**config.mk**
```make
export PLATFORM = sky130hd
export DESIGN_NAME = hazard_ctrl
export DESIGN_NICKNAME = d
export VERILOG_FILES = /design/src/rtl/hazard_pkg.sv /design/src/rtl/load_use_detect.sv /design/src/rtl/branch_flush_ctrl.sv /design/src/rtl/hazard_ctrl.sv
export SDC_FILE = /design/constraint.sdc
export NUM_CORES = 1
export LEC_CHECK = 0
export CAP_MARGIN = 20
export CORE_AREA = 8 8 45 47
export DETAILED_ROUTE_END_ITERATION = 8
export DIE_AREA = 0 0 53 55
export SLEW_MARGIN = 20
export SYNTH_ARGS = -nofsm -noshare
export SYNTH_HDL_FRONTEND = slang
export SYNTH_SLANG_ARGS = --single-unit
```
**constraint.sdc**
```tcl
create_clock -name vclk -period 1.7
set_clock_uncertainty 0.1 [all_clocks]
set_input_delay 0.425 -clock vclk [all_inputs]
set_output_delay 0.425 -clock vclk [all_outputs]
set_load 0.05 [all_outputs]
```
**src/rtl/hazard_pkg.sv**
```systemverilog
package hazard_pkg;
  parameter int REG_W = 5;

  typedef struct packed {
    logic pc_we;
    logic fd_we;
    logic fd_flush;
    logic bubble;
  } hz_ctrl_t;
endpackage

```
**src/rtl/load_use_detect.sv**
```systemverilog
module load_use_detect #(
  parameter int REG_W     = hazard_pkg::REG_W,
  parameter bit SKIP_ZERO = 1'b0
) (
  input  logic             is_load,
  input  logic [REG_W-1:0] dst,
  input  logic [REG_W-1:0] src_a,
  input  logic [REG_W-1:0] src_b,
  output logic             stall
);
  localparam logic [REG_W-1:0] ZERO_REG = '0;

  logic hit_a, hit_b, dst_ok;

  assign hit_a = (dst == src_a);
  assign hit_b = (dst == src_b);

  generate
    if (SKIP_ZERO) begin : g_skip_zero
      assign dst_ok = (dst != ZERO_REG);
    end else begin : g_all_regs
      assign dst_ok = 1'b1;
    end
  endgenerate

  assign stall = is_load && dst_ok && (hit_a || hit_b);

  always_comb begin

    no_load_no_stall_chk: assert (is_load || !stall);
  end
endmodule

```
**src/rtl/branch_flush_ctrl.sv**
```systemverilog
module branch_flush_ctrl (
  input  logic br_taken,
  input  logic stall,
  output logic flush
);
  // A stall keeps the branch in decode; its outcome is used again next cycle.
  assign flush = br_taken && !stall;

  always_comb begin

    flush_yields_chk: assert (!(flush && stall));
  end
endmodule

```
**src/rtl/hazard_ctrl.sv**
```systemverilog
module hazard_ctrl #(
  parameter int REG_W     = hazard_pkg::REG_W,
  parameter bit SKIP_ZERO = 1'b0
) (
  input  logic             ex_is_load,
  input  logic [REG_W-1:0] ex_dst_reg,
  input  logic [REG_W-1:0] dec_src_a,
  input  logic [REG_W-1:0] dec_src_b,
  input  logic             dec_br_taken,
  output logic             pc_we,
  output logic             fd_we,
  output logic             fd_flush,
  output logic             bubble
);
  import hazard_pkg::*;

  logic     stall_w;
  logic     flush_w;
  hz_ctrl_t ctl;

  load_use_detect #(.REG_W(REG_W), .SKIP_ZERO(SKIP_ZERO)) u_detect (
    .is_load (ex_is_load),
    .dst     (ex_dst_reg),
    .src_a   (dec_src_a),
    .src_b   (dec_src_b),
    .stall   (stall_w)
  );

  branch_flush_ctrl u_flush (
    .br_taken (dec_br_taken),
    .stall    (stall_w),
    .flush    (flush_w)
  );

  always_comb begin
    ctl          = '0;
    ctl.pc_we    = !stall_w;
    ctl.fd_we    = !stall_w;
    ctl.fd_flush = flush_w;
    ctl.bubble   = stall_w;
  end

  assign pc_we    = ctl.pc_we;
  assign fd_we    = ctl.fd_we;
  assign fd_flush = ctl.fd_flush;
  assign bubble   = ctl.bubble;

  always_comb begin

    src_a_freeze_chk: assert (!(ex_is_load && ex_dst_reg == dec_src_a && !SKIP_ZERO) || (!pc_we && !fd_we));

    bubble_on_hazard_chk: assert (!(ex_is_load && (ex_dst_reg == dec_src_b) && !SKIP_ZERO) || bubble);

    branch_flush_chk: assert (!(dec_br_taken && !ex_is_load) || (fd_flush && pc_we));

    flush_not_bubble_chk: assert (!(fd_flush && bubble));
  end
endmodule

```
* Word level (Yosys, flattened, before mapping)
Index checks and enable logic that the tools add are counted.
** Operators by class
- Eq/ne operators :: 2
- Reduce and logical (&&, ||, !) cells :: 4
** Operator list (number)
- equality test 5 bit :: 2
- logical AND 1 bit :: 2
- zero test 1 bit :: 1
- logical OR 1 bit :: 1
** Word-level totals
- Bits in registers :: 0
- Output and inout port bits :: 4

* Longest topological paths before layout
- Word-level depth :: 5
- Gate-level depth with buffers :: 4
- Mapped depth without buffers :: 3

* Cells and area by module
A second synthesis with hierarchy kept.
** Unflattened totals
- Cells, all modules :: 18
- Area total of the unflattened synthesis :: 138.9 µm²
** Modules (own cells, without submodules)
- load_use_detect :: instances 1, cells an instance 15, area an instance 113.9 µm², sequential area each 0.0 µm²
- branch_flush_ctrl :: instances 1, cells an instance 1, area an instance 13.8 µm², sequential area each 0.0 µm²
- hazard_ctrl :: instances 1, cells an instance 2, area an instance 11.3 µm², sequential area each 0.0 µm²

* Worst setup path before layout
OpenSTA, ideal clock, no wires.
- Path kind :: input to output
- From :: input port ex_dst_reg[0]
- To :: output port fd_flush
- Arrival :: 1.961 ns
- Path slack :: -0.786 ns
- Stages on the path :: 3
- Buffers on the path :: 0
- Cells stage by stage :: xnor2_1 > and2_1 > a221oi_1
** On the way
- Word-level cells in the longest chain between the ends :: 5
** RTL lines
- start: declaration :: RTL line hazard_ctrl.sv:6 : input logic [REG_W-1:0] ex_dst_reg,
- equality test 5 bit (on tied branches) :: RTL line load_use_detect.sv:15, load_use_detect.sv:16
- logical OR 1 bit (*) :: RTL line load_use_detect.sv:26 : assign stall = is_load && dst_ok && (hit_a || hit_b);
- logical AND 1 bit (*) :: RTL line load_use_detect.sv:26
- zero test 1 bit (*) :: RTL line branch_flush_ctrl.sv:7 : assign flush = br_taken && !stall;
- logical AND 1 bit (*) :: RTL line branch_flush_ctrl.sv:7
- end: declaration :: RTL line hazard_ctrl.sv:12 : output logic fd_flush,
Mark *: on every way between the ends. The rest lies on a longest branch, timed or not.

* Final worst setup path
- From :: input port dec_src_b[2]
- To :: output port fd_flush
** On the way
- Word-level cells in the longest chain between the ends :: 5
** RTL lines
- start: declaration :: RTL line hazard_ctrl.sv:8 : input logic [REG_W-1:0] dec_src_b,
- equality test 5 bit :: RTL line load_use_detect.sv:16 : assign hit_b = (dst == src_b);
- logical OR 1 bit :: RTL line load_use_detect.sv:26
- logical AND 1 bit :: RTL line load_use_detect.sv:26
- zero test 1 bit :: RTL line branch_flush_ctrl.sv:7
- logical AND 1 bit :: RTL line branch_flush_ctrl.sv:7
Every way passes these cells.

==> summary.md <==
| Metric | Value |
|---|---|
| Status | finished, violations left |
| Violations in the final reports | negative setup slack |
| Share of cell area taken by muxes after synthesis | 0% |
| Final antenna-violating net count | 0 |
| Worst VDD drop | around 110 uV |
| Fraction of layout instances using a drive strength above 1 | 83.33% |
| Placeable core region | between 1000 and 1500 sq um |
| Die width | 53 um |
| Number of buffers inserted for hold repair after clock tree synthesis | 0 |
| Port Buf Inserts | 21 |
| Number of pins with negative max-slew slack in the final report | 0 |
| Combined area of the multi-input logic cells | 290.3 sq um |
| Worst-path cell with the longest stage delay | sky130_fd_sc_hd__nor4_4 |
| HPWL after DPL | 539.6 um |
| Xor-xnor portion of the synthesized cell area | between 50 and 60% |
| Post-route clock period utilization | 115.3% |
| Number of violations reported at the end of detailed-routing iteration 0 | 0 |
| Count of endpoints failing hold in the final timing report | 0 |
| Number of remaining DRC errors | 0 |
| Standby leakage power | 0.2202 nW |
| Number of sequential cells | 0 |
| Number of standard cells after synthesis | 19 |
| Initial cell density of the core | between 10% and 20% |
| Post-synthesis cell type with the largest combined area | sky130_fd_sc_hd__xor2_1 |
| Overflow left after global routing | 0 |
| Shortest period the worst path allows | around 2000 ps |
| Number of core rows | 14 |
| Crit Path Class | input pin to output port |
| Antenna violations before repair | 0 |
| Max-capacitance violation count | 0 |
| Synthesized-area fraction occupied by ao, oa, aoi and oai cells | 15.50% |
| Data arrival time at the worst-slack endpoint | about 1400 ps |
| List of most frequent post-synthesis cells | sky130_fd_sc_hd__xor2_1 (8), sky130_fd_sc_hd__and2_1 (2), sky130_fd_sc_hd__nor4_2 (2), sky130_fd_sc_hd__xnor2_1 (2) |
| Via total after detailed routing | 211 |
| RSZ-0062 raised after global routing | yes |
| Vias in the first global route | about 260 |
| Top cells by area, synth | sky130_fd_sc_hd__xor2_1 (43%), sky130_fd_sc_hd__nor4_2 (16%), sky130_fd_sc_hd__xnor2_1 (11%) |
| Clk_buf instances | 0 |
| Hold Path Class | input pin to output port |
| Layout overhead on the synthesized area | 248.1% |
| Pwr Total | 0.1521 mW |
| Area fraction in and, or, nand and nor cells after synthesis | 23.26% |
| Number of setup violations in the final report | 4 |
| Ordered list of cells on the worst path | buf_8 > xor2_4 > nor4_4 > buf_4 > a221oi_4 > buf_12 |
| Maximum clock rate | between 500 and 600 MHz |
| Main combinational cell family by area after synthesis | XOR/XNOR gates |
| Routed length per instance | roughly 11 um |
| Ant. Diodes | 0 |
| Die Y | 55 um |
| Distinct cell type count after synthesis | 9 |
| First-pass GRT wire length | 1.145 mm |
| Transition time at the pin with the least slew margin | 275.4 ps |
| Nature of the critical path startpoint | input pin |
| Worst path bufs/invs | 3 |
| Final #Nets | a little over 60 |
| Library cell with the highest instance count after synthesis | sky130_fd_sc_hd__xor2_1 |
| Kind of end point of the critical path | output port |
| Kind of cell adding the most delay to the critical path | buffers and inverters |
| Required time at the endpoint of the critical path | 1170 ps |
| Cell Pwr Density | about 270 nW/um^2 |
| Maximum number of pins on one net before global-route repair | 4 |
| Summed instance area of the synthesized netlist | 161.4 sq um |
| Number of top-level pins | 21 |
| Biggest cell delay along the critical path | 330 ps |
| Net count of the mapped netlist | 36 |
| Combined flip-flop and latch cell area | 0 sq um |
| Routability congestion estimate | 0.5950 |
| Sequential share of the synthesized area | 0% |
| Number of iterations in the first detailed-routing pass | 1 |
| Total of fill cells in the finished design | 140 |
| Mean post-synth cell area | between 8 and 9 sq um |
| Worst Slack Setup Final | -259.4 ps |
| Area share of the largest cell type after synthesis | between 40% and 50% |
| Share of synthesized cell area in full adder, half adder and majority cells | 0% |
| Average vias per placed instance | 3.638 |
| Slew margin rel. | 81.50% |
| Total length of routed wires | around 660 um |
| Overall track demand over capacity in global routing | around 4.9% |
| Die area | about 2900 sq um |
| Minimum hold slack | ~1300 ps |
| Largest fanout on the critical path | 3 |
| Synth warnings | 0 |
-- timing repair --
item                       CTS  global route
gates resized for setup     85             4
gates cloned                 0             0
pin swaps                   16             4
setup buffers                3             1
setup endpoints to repair    4             4
-- path summary, 6_finish.rpt --
check	start	to	slack, ps	depth (start not counted)
setup / recovery	dec_src_b[2]	fd_flush	-260	6
hold / removal	ex_dst_reg[1]	fd_flush	1340	5
-- stage by stage --
| step | std cells | cell area (sq um) | utilization [%] | setup TNS, ps | worst slack (ps) |
|---|---|---|---|---|---|
| 5_1_grt | 58 | 561.8 | 40.60 | -1134 | -292.9 |
| 3_5_place_dp | 55 | 414.1 | 29.93 | -2716 | -702.3 |
| 2_1_floorplan | 19 | 180.2 | - | -899.9 | -337.1 |
| 3_3_place_gp | 55 | 414.1 | 29.93 | -2687 | -694.8 |
| 6_report | 58 | 561.8 | 40.60 | -983.7 | -259.4 |
| 4_1_cts | 57 | 533.0 | 38.52 | -963.7 | -257.8 |
-- worst min-delay path, stage by stage --
cell	delay [ps]
sky130_fd_sc_hd__buf_6	100
sky130_fd_sc_hd__xnor2_1	110
sky130_fd_sc_hd__and2_4	160
sky130_fd_sc_hd__a221oi_4	70
sky130_fd_sc_hd__buf_12	140
-- per-layer routing --
metal  vias up  track usage [%]  part of all wire (%)
met2        12            8.789                    53
met5         -                0                     0
li1        104                -                     -
met3         0            1.337                   9.8
met1        95            5.972                    37
met4         0                0                     0
-- cell type report --
type               instances  area share, %
repair buffers            24          44.10
inverters                  1         0.6682
well taps                 16          3.563
multi-input cells         17          51.67
-- logic make-up after synthesis --
| logic type | Yosys count |
|---|---|
| AO/OA/AOI/OAI | 3 |
| AND/OR/NAND/NOR | 4 |
| buffers and inverters | 2 |
| XOR/XNOR | 10 |
-- where the power goes --
part / switching (mW) / internal [mW]
clock: 0 / 0
combinational: 0.0699 / 0.0822
sequential: 0 / 0
-- placed cells by master, fill, tap and decap left out --
cell,synthesis,routed
sky130_fd_sc_hd__a221oi_4,0,1
sky130_fd_sc_hd__dlygate4sd2_1,0,3
sky130_fd_sc_hd__clkdlybuf4s50_1,0,1
sky130_fd_sc_hd__xor2_4,0,3
sky130_fd_sc_hd__and2_4,0,2
sky130_fd_sc_hd__a22oi_2,0,1
sky130_fd_sc_hd__a22o_2,0,1
sky130_fd_sc_hd__xnor2_1,2,2
sky130_fd_sc_hd__nor4_4,0,2
sky130_fd_sc_hd__buf_2,0,5
sky130_fd_sc_hd__buf_4,1,3
sky130_fd_sc_hd__buf_8,0,3
sky130_fd_sc_hd__buf_6,0,7
sky130_fd_sc_hd__inv_1,1,1
sky130_fd_sc_hd__xor2_2,0,5
sky130_fd_sc_hd__buf_12,0,2
Note: power is estimated with default switching activity, not from simulation.
